`src/rtl/xmt_pkg.sv`:
```
`timescale 1ns/1ps
package xmt_pkg;
    localparam int NCH   = 8;
    localparam int NTICK = 5;
    localparam int CTRLW = 10;
    localparam int IDXW  = $clog2(NCH);

    typedef enum logic [2:0] {
        RK_NONE, RK_SNAP, RK_CNT, RK_MATCH, RK_CTRL
    } reg_kind_e;

    typedef struct packed {
        reg_kind_e        kind;
        logic [IDXW-1:0]  idx;
    } reg_sel_t;

    typedef struct packed {
        logic       snap_en;
        logic       rate_block;
        logic       own_cnt;
        logic       periodic;
        logic [1:0] spare;
        logic       clr_on_match;
        logic [2:0] rate_sel;
    } ctrl_t;

    function automatic reg_sel_t decode(input logic [7:0] a);
        reg_sel_t r;
        r.kind = RK_NONE;
        r.idx  = a[IDXW+1:2];
        if (a[1:0] == 2'b00) begin
            if (a == 8'h20)             r.kind = RK_SNAP;
            else if (a[7:5] == 3'b010)  r.kind = RK_CNT;
            else if (a[7:5] == 3'b100)  r.kind = RK_MATCH;
            else if (a[7:5] == 3'b110)  r.kind = RK_CTRL;
        end
        return r;
    endfunction

    function automatic int group_leader(input int ch);
        if (ch < NCH/2)       return 0;
        if (ch < 3*NCH/4)     return NCH/2;
        return 3*NCH/4;
    endfunction

    function automatic logic is_upper(input int ch);
        return ch >= NCH/2;
    endfunction

    function automatic logic is_snap_reader(input int ch);
        return is_upper(ch) && (ch % 2 == 1);
    endfunction

    function automatic logic [CTRLW-1:0] keep_mask(input int ch);
        return is_upper(ch) ? {CTRLW{1'b1}} : CTRLW'(8'hFF);
    endfunction

    function automatic logic pick_tick(input logic [2:0] code,
                                       input logic [NTICK-1:0] ticks);
        logic t;
        t = 1'b0;
        for (int i = 0; i < NTICK; i++)
            if (code == 3'(i + 1)) t = ticks[i];
        return t;
    endfunction
endpackage

```
`src/rtl/xmt_counter.sv`:
```
`timescale 1ns/1ps
module xmt_counter #(
    parameter int CW = 32
) (
    input  logic          clk,
    input  logic          rst,
    input  logic          load_i,
    input  logic [CW-1:0] load_val_i,
    input  logic          clr_i,
    input  logic          tick_i,
    output logic [CW-1:0] cnt_o
);
    always_ff @(posedge clk) begin
        if (rst)          cnt_o <= '0;
        else if (load_i)  cnt_o <= load_val_i;
        else if (clr_i)   cnt_o <= '0;
        else if (tick_i)  cnt_o <= cnt_o + CW'(1);
    end
endmodule

```
`src/rtl/xmt_compare.sv`:
```
`timescale 1ns/1ps
module xmt_compare #(
    parameter int CW = 32
) (
    input  logic          clk,
    input  logic          rst,
    input  logic [CW-1:0] src_cnt_i,
    input  logic          src_tick_i,
    input  logic          src_load_i,
    input  logic [CW-1:0] match_i,
    input  logic          rearm_i,
    input  logic          periodic_i,
    output logic          hit_o
);
    logic armed_q;

    // fires on the tick that carries the source counter onto the match value
    assign hit_o = armed_q && src_tick_i && !src_load_i
                   && ((src_cnt_i + CW'(1)) == match_i);

    always_ff @(posedge clk) begin
        if (rst)                       armed_q <= 1'b1;
        else if (rearm_i)              armed_q <= 1'b1;
        else if (hit_o && !periodic_i) armed_q <= 1'b0;
    end
endmodule

```
`src/rtl/xmt_status.sv`:
```
`timescale 1ns/1ps
module xmt_status #(
    parameter int N = 8
) (
    input  logic         clk,
    input  logic         rst,
    input  logic [N-1:0] set_i,
    input  logic [N-1:0] en_i,
    input  logic [N-1:0] clr_i,
    output logic [N-1:0] status_o,
    output logic         irq_o
);
    always_ff @(posedge clk) begin
        if (rst) status_o <= '0;
        else     status_o <= (status_o & ~clr_i) | (set_i & en_i);
    end

    assign irq_o = |status_o;
endmodule

```
`src/rtl/xmatch_timer.sv`:
```
`timescale 1ns/1ps
module xmatch_timer
    import xmt_pkg::*;
#(
    parameter int CNT_W = 32
) (
    input  logic              clk,
    input  logic              rst,
    input  logic [NTICK-1:0]  tick_en_i,
    input  logic              reg_wr_i,
    input  logic              reg_rd_i,
    input  logic [7:0]        reg_addr_i,
    input  logic [CNT_W-1:0]  reg_wdata_i,
    output logic [CNT_W-1:0]  reg_rdata_o,
    input  logic [NCH-1:0]    irq_en_i,
    input  logic [NCH-1:0]    status_clr_i,
    output logic [NCH-1:0]    status_o,
    output logic              irq_o
);
    reg_sel_t              sel;
    logic [NCH-1:0]        wr_cnt, wr_match, wr_ctrl;
    ctrl_t                 ctrl_q  [NCH];
    logic [CNT_W-1:0]      match_q [NCH];
    logic [CNT_W-1:0]      cnt_a   [NCH];
    logic [NCH-1:0][CNT_W-1:0] cnt_flat;
    logic [2:0]            rate_eff [NCH];
    logic [NCH-1:0]        own_tick, own_clr, src_tick, src_load, hit;
    logic [CNT_W-1:0]      src_cnt [NCH];
    logic [CNT_W-1:0]      snap_q, snap_val;
    logic                  snap_take;

    assign sel = decode(reg_addr_i);

    always_comb begin
        for (int k = 0; k < NCH; k++) begin
            wr_cnt[k]   = reg_wr_i && sel.kind == RK_CNT   && sel.idx == IDXW'(k);
            wr_match[k] = reg_wr_i && sel.kind == RK_MATCH && sel.idx == IDXW'(k);
            wr_ctrl[k]  = reg_wr_i && sel.kind == RK_CTRL  && sel.idx == IDXW'(k);
        end
    end

    // per-channel rate resolution and compare-source routing
    always_comb begin
        for (int k = 0; k < NCH; k++) begin
            rate_eff[k] = (is_upper(k) && ctrl_q[k].rate_block) ? 3'd0 : ctrl_q[k].rate_sel;
            own_tick[k] = (ctrl_q[k].own_cnt || group_leader(k) == k)
                          && pick_tick(rate_eff[k], tick_en_i);
            own_clr[k]  = hit[k] && ctrl_q[k].clr_on_match;
        end
        for (int k = 0; k < NCH; k++) begin
            if (ctrl_q[k].own_cnt) begin
                src_cnt[k]  = cnt_a[k];
                src_tick[k] = own_tick[k];
                src_load[k] = wr_cnt[k];
            end else begin
                src_cnt[k]  = cnt_a[group_leader(k)];
                src_tick[k] = own_tick[group_leader(k)];
                src_load[k] = wr_cnt[group_leader(k)];
            end
            cnt_flat[k] = cnt_a[k];
        end
    end

    for (genvar k = 0; k < NCH; k++) begin : g_ch
        xmt_counter #(.CW(CNT_W)) cnt_i (
            .clk        (clk),
            .rst        (rst),
            .load_i     (wr_cnt[k]),
            .load_val_i (reg_wdata_i),
            .clr_i      (own_clr[k]),
            .tick_i     (own_tick[k]),
            .cnt_o      (cnt_a[k])
        );
        xmt_compare #(.CW(CNT_W)) cmp_i (
            .clk        (clk),
            .rst        (rst),
            .src_cnt_i  (src_cnt[k]),
            .src_tick_i (src_tick[k]),
            .src_load_i (src_load[k]),
            .match_i    (match_q[k]),
            .rearm_i    (wr_match[k] | wr_ctrl[k]),
            .periodic_i (ctrl_q[k].periodic),
            .hit_o      (hit[k])
        );
    end

    xmt_status #(.N(NCH)) stat_i (
        .clk      (clk),
        .rst      (rst),
        .set_i    (hit),
        .en_i     (irq_en_i),
        .clr_i    (status_clr_i),
        .status_o (status_o),
        .irq_o    (irq_o)
    );

    // snapshot: a read of an odd upper counter captures its left neighbour
    assign snap_take = reg_rd_i && sel.kind == RK_CNT
                       && is_snap_reader(int'(sel.idx)) && ctrl_q[sel.idx].snap_en;
    assign snap_val  = cnt_a[sel.idx - IDXW'(1)];

    always_ff @(posedge clk) begin
        if (rst) begin
            for (int k = 0; k < NCH; k++) begin
                ctrl_q[k]  <= '0;
                match_q[k] <= '0;
            end
            snap_q <= '0;
        end else begin
            for (int k = 0; k < NCH; k++) begin
                if (wr_ctrl[k])  ctrl_q[k]  <= ctrl_t'(reg_wdata_i[CTRLW-1:0] & keep_mask(k));
                if (wr_match[k]) match_q[k] <= reg_wdata_i;
            end
            if (snap_take) snap_q <= snap_val;
        end
    end

    always_comb begin
        case (sel.kind)
            RK_SNAP:  reg_rdata_o = snap_q;
            RK_CNT:   reg_rdata_o = cnt_a[sel.idx];
            RK_MATCH: reg_rdata_o = match_q[sel.idx];
            RK_CTRL:  reg_rdata_o = CNT_W'(ctrl_q[sel.idx]);
            default:  reg_rdata_o = '0;
        endcase
    end
endmodule

```
`config.mk`:
```
export PLATFORM = sky130hd
export DESIGN_NAME = xmatch_timer
export DESIGN_NICKNAME = d
export VERILOG_FILES = /design/src/rtl/xmt_pkg.sv /design/src/rtl/xmt_counter.sv /design/src/rtl/xmt_compare.sv /design/src/rtl/xmt_status.sv /design/src/rtl/xmatch_timer.sv
export SDC_FILE = /design/constraint.sdc
export NUM_CORES = 2
export LEC_CHECK = 0
export BUFFER_PORTS_ARGS = -buffer_cell sky130_fd_sc_hd__clkbuf_2
export CAP_MARGIN = 20
export CORE_MARGIN = 2
export CORE_UTILIZATION = 51
export CTS_CLUSTER_DIAMETER = 50
export CTS_CLUSTER_SIZE = 14
export DETAILED_ROUTE_END_ITERATION = 7
export PLACE_DENSITY = 0.72
export SYNTH_ARGS = -nofsm -noshare
export SYNTH_HDL_FRONTEND = slang
export SYNTH_SLANG_ARGS = --single-unit
```
`constraint.sdc`:
```
create_clock -name clk -period 5.2 [get_ports clk]
set_input_delay 0.52 -clock clk [delete_from_list [all_inputs] [get_ports clk]]
set_output_delay 0.52 -clock clk [all_outputs]
set_load 0.005 [all_outputs]
```
* Word level (Yosys, flattened, before mapping)
Memory sizes are Yosys's and may differ from the RTL's.
Index checks and enable logic that the tools add are counted.
** Storage, ports and cells
- Output and inout bits :: 41
- Bits of input ports :: 65
- Bits in latches :: 0
- Word-level logic and storage cells :: 512
- Bits in writable memories :: 336
- Memories :: 2
- Register bits after elaboration :: 304
- Bits in read-only memories :: 0
** Memory list
- match_q :: depth 8, bits a word 32, rd ports 9, clocked after memory_dff 0, write ports 8, line xmatch_timer.sv:23 : logic [CNT_W-1:0] match_q [NCH];
- ctrl_q :: depth 8, bits a word 10, rd ports 9, clocked after memory_dff 0, write ports 8, line xmatch_timer.sv:22 : ctrl_t ctrl_q [NCH];
** Operators by class
- Bitwise operators :: 36
- Shifts and indexed selects :: 0
- Multipliers :: 0
- Reduce and logical (&&, ||, !) cells :: 111
- Multiplexer cells :: 251
- Div/mod/pow operators :: 0
- $lt $le $gt $ge :: 15
- $add $sub $neg :: 16
- Eq/ne operators :: 63
** Operator list (number)
- $mux W32 :: 61
- $bmux W32 S3 :: 8
- $add A32 B1 Y32 const B :: 15
- $eq A32 B32 Y1 :: 8
- $ge A32 B4 Y1 const B :: 6
- $lt A32 B5 Y1 const B :: 6
- $not A32 Y32 :: 6
- $mux W1 :: 142
- $pmux W32 S4 :: 1
- $mux W10 :: 8
- $logic_and A1 B1 Y1 :: 76
- $eq A3 B3 Y1 const B :: 23
- $eq A3 B2 Y1 const B :: 21
- $mux W3 :: 13
- $bmux W1 S3 :: 12
- $eq A3 B1 Y1 const B :: 10
- $or A1 B1 Y1 :: 24
- $reduce_bool A3 Y1 :: 8
- $and A8 B8 Y8 :: 2
- $logic_not A1 Y1 :: 16
- $reduce_or A2 Y1 :: 8
- $mux W2 :: 6
- $eq A8 B6 Y1 const B :: 1
- $ge A4 B4 Y1 const B :: 2
- 8 further kinds :: 9

* Logic depth before layout (Yosys ltp)
- Depth in word-level cells :: 19
- Depth in mapped cells :: 19
- Gate-level depth less buffers :: 12

* Cells and area by module
A second synthesis with hierarchy kept.
** Unflattened totals
- Cell total of the unflattened synthesis :: 5268
- Area, all modules :: 48763.0 µm²
** Modules (own cells, without submodules)
- xmatch_timer :: area each 22166.3 µm², times used 1, sequential area each 10490.1 µm², cells an instance 1744
- xmt_counter :: area each 1861.8 µm², times used 8, sequential area each 640.6 µm², cells an instance 230
- xmt_compare :: area each 1425.1 µm², times used 8, sequential area each 20.0 µm², cells an instance 206
- xmt_status :: area each 301.5 µm², times used 1, sequential area each 160.2 µm², cells an instance 36

* Worst setup path after synthesis
Ideal clock, no wire load.
- Path kind :: reg2reg
- From :: memory ctrl_q[1][7] (netlist name)
- To :: register g_ch[1].cnt_i.cnt_o[4]
- Arrival :: 4.608 ns
- Period minus slack after synthesis :: 4.729 ns
- Required time :: 5.080 ns
- Slack :: 0.471 ns
- Stages on the path, launching flop included :: 18
- Buffers on the path :: 6
- Cells stage by stage :: edfxtp_1 > buf_2 > buf_2 > buf_2 > buf_1 > mux2_2 > ha_1 > xor2_1 > xnor2_1 > or4b_2 > a2111o_1 > nor4_1 > nand4_1 > nor4b_2 > clkbuf_1 > buf_2 > a2bb2oi_1 > a21oi_1
** RTL lines
- from (decl) :: line xmatch_timer.sv:22
- to (signal assigned) :: line xmt_counter.sv:15 : else if (load_i) cnt_o <= load_val_i;
- to (signal assigned) :: line xmt_counter.sv:17 : else if (tick_i) cnt_o <= cnt_o + CW'(1);
- to (decl) :: line xmt_counter.sv:11 : output logic [CW-1:0] cnt_o

==> metrics.cfg <==
[synthesis]
async_flop_share_pct=0
synth_edf_count=328
ys_warn_count=0
avgSynthCellArea_sq_um=9.10
synthesis.area_sq_mm=0.0481
ys_types=98
synth_nets=5367
synth-seq-cells=632
synth_top_flop_cell=edfxtp_1
syn_inst=5284
ys_seq_area_share_pct=33.2

[clock_network]
cts_resized=0
postCtsSetupBuffers=0
clk_path_buf_depth=3
cts.sinks=632
numCtsBuffers=91
ctsHoldBuffers=0
cts_root_buf=clkbuf_16
cts_max_level=3
clk_latency_ns=0.70
cts_tree=yes
clk_pin_slew_ns=0.06

[drt]
ant_nets=0
drt-initial-drc-count=7715
dr_total_vias=46700
drc=0
post_drt_via_cell_ratio=7.19
drt_wl_total_mm=214
wl_per_cell_microns=33.0
drt_pre_antenna_iters=8

[die]
die_area_sq_mm=0.0967
std_cell_rows=112
num_io_pins=106
initial_core_util_pct=51.5
die_w_microns=311
die_h_microns=311
coreArea_sq_mm=0.0933

[pwr]
peakVddDrop_mv=0.354
total_power_mw=14.3
cellLeakagePower_nw=18.5
power_density_mw_per_mm2=271

[place]
place.gp.congestion=1.03
dp_hpwl_mm=163
placed_cell_area_sq_mm=0.0498
dp_slack_ns=0.698
place_inst=6317
port_buffers=105

[setup_path]
worstPathRequired_ns=5.83
r2r-end=g_ch[2].cnt_i.cnt_o[7]
rrSetupSlack_ns=0.45
end_kind=flop
critPathLaunchType=flop
crit_arrival_ns=5.38
worstSetupPathType=flop to flop
cp-startpoint=ctrl_q[2][7]
rr_startpoint=ctrl_q[2][7]
r2r_cells=13
setup.worst_path.end=g_ch[2].cnt_i.cnt_o[7]
critPathMaxFanout=20

[grt]
globalRouteTotalUtil_pct=42.7
grt_first_pass_wirelength_mm=303
antenna_found_initial=15
grt_pass1_vias=41700
grt_max_degree=116
overflow=0

[final_layout]
area_delta_synth_final_pct=10.2
utilization_pct=56.8
layout.nets=5241
final_cell_area_sq_mm=0.0530
drive_gt1_share_pct=14.4
fin_cells=6494
fillers=8339

[timing]
relSlewSlack_pct=15.9
clock_skew_ns=0.0262
final_hold_viol_count=0
setup_ws_ns=0.452
tightest_slew_ns=1.25
max_freq_mhz=211
fin_hold_ws_ns=0.0529
tns_ns=0
maxSlewViolCount=0
grt_setup_unrepaired=false
setup_violations=0
layout_worst_path_cycle_share_pct=91.3
min_period_ns=4.75

[outcome]
status=complete, no violations

[run]
cap_violations=0

[min_path]
hp-class=primary input to flop

## cell type report
class,count,area (sq um),share of cell area (%)
Antenna cell,3,7.51,0.0142
Clock buffer,97,2300,4.34
Clock inverter,75,875,1.65
Inverter,108,407,0.768
Multi-Input combinational cell,4025,29700,56.2
Sequential cell,632,15900,30.1
Tap cell,1254,1570,2.96
Timing Repair Buffer,300,2130,4.03
## cell families after synthesis
kind of cell,count (synthesis),synth area share (%)
compound gates,1034,15.4
xor+xnor,534,9.76
fa+ha+maj,18,0.469
buf+inv,627,5.18
flops,632,33.2
mux,512,16.2
simple gates,1927,19.9
## layout by cell type (no fill, tap or decap), types with 19 or more instances in the layout
master     synthesis  layout
o21ai_0          129     129
xor2_1           185     184
mux2_2            23      23
nor2b_1           27      27
inv_1            107     107
mux2i_1          280     280
clkbuf_2           6     101
dfxtp_1          304     304
nor3b_1           19      19
nand4_1          140     140
and2_1            26      26
mux4_2           209     209
nor2_1           582     580
nand3b_1          55      55
a22oi_1           33      33
o211a_1           63      63
o21a_1            26      26
nor4_1            50      50
a31oi_1           45      44
a211oi_1          88      88
xnor2_1          348     348
nand2b_1          28      28
edfxtp_1         328     328
a32oi_1           38      38
nand4b_1          25      25
nand2_1          415     410
nor3_1            87      85
buf_4             12     185
a21o_1            23      23
or3_1             29      29
o22ai_1          105     105
a2bb2oi_1         29      29
o211ai_1          29      29
nand3_1          255     250
and3_1            75      75
and4_1            42      42
a21oi_1          197     197
clkbuf_16          0      91
## critical path: stages (launching register included)
cell	delay (ns)
edfxtp_1	0.77
mux2_2	0.44
ha_1	0.26
inv_1	0.12
a21o_1	0.16
nand2b_1	0.07
a211oi_1	0.91
o211ai_1	0.25
nor4bb_1	0.68
nand4_1	0.18
buf_4	0.25
nand2_1	0.09
buf_4	0.28
o2111a_1	0.21
## report_power, final
| group | switching [mW] | total (mW) | internal, mW |
|---|---|---|---|
| logic | 1.25 | 1.99 | 0.742 |
| clock network | 2.84 | 6.55 | 3.71 |
| registers | 0.332 | 5.79 | 5.46 |
| total | 4.42 | 14.3 | 9.91 |
## sequential cells by signal (all words and copies together) (netlist names)
register            flops
g_ch.cnt_i.cnt_o      256
g_ch.cmp_i.armed_q      8
match_q               256
stat_i.status_o         8
snap_q                 32
ctrl_q                 72
## synth_stat cells (all sizes together), types with 29 or more instances
| master | count | area [sq um] |
|---|---|---|
| nand3 | 255 | 1280 |
| nand2 | 416 | 1560 |
| mux2i | 280 | 2800 |
| nor4 | 50 | 313 |
| xor2 | 185 | 1620 |
| a22oi | 33 | 248 |
| a21oi | 197 | 986 |
| a32oi | 38 | 333 |
| clkbuf | 390 | 1470 |
| o21ai | 131 | 656 |
| a211oi | 90 | 686 |
| a2bb2oi | 29 | 254 |
| and4 | 42 | 368 |
| xnor2 | 348 | 3050 |
| nor2 | 583 | 2190 |
| inv | 107 | 402 |
| a31oi | 45 | 282 |
| buf | 129 | 613 |
| nand4 | 140 | 876 |
| o211ai | 29 | 218 |
| mux4 | 209 | 4710 |
| o211a | 63 | 631 |
| nor3 | 87 | 435 |
| and2 | 32 | 203 |
| edfxtp | 328 | 9850 |
| and3 | 75 | 469 |
| o22ai | 105 | 657 |
| or3 | 29 | 181 |
| dfxtp | 304 | 6090 |
| nand3b | 55 | 413 |
## worst min-delay path by stage
stage,start,end,depth (start not counted)
after detailed placement,g_ch[6].cmp_i.armed_q,g_ch[6].cmp_i.armed_q,2
final,irq_en_i[1],stat_i.status_o[1],3
after CTS,irq_en_i[1],stat_i.status_o[1],3
after global placement,g_ch[6].cmp_i.armed_q,g_ch[6].cmp_i.armed_q,2
after global routing,irq_en_i[1],stat_i.status_o[1],3
after floorplan,g_ch[3].cmp_i.armed_q,g_ch[3].cmp_i.armed_q,1
## per-layer routing
metal	up-vias	part of all wire, %	track usage, %
met5	-	0.063	0
met4	20	6.6	23.3
met3	715	14	12.4
met2	3899	41	61.0
met1	22500	38	58.1
li1	19600	-	-
No activity file was read; power rests on OpenSTA's default activity.
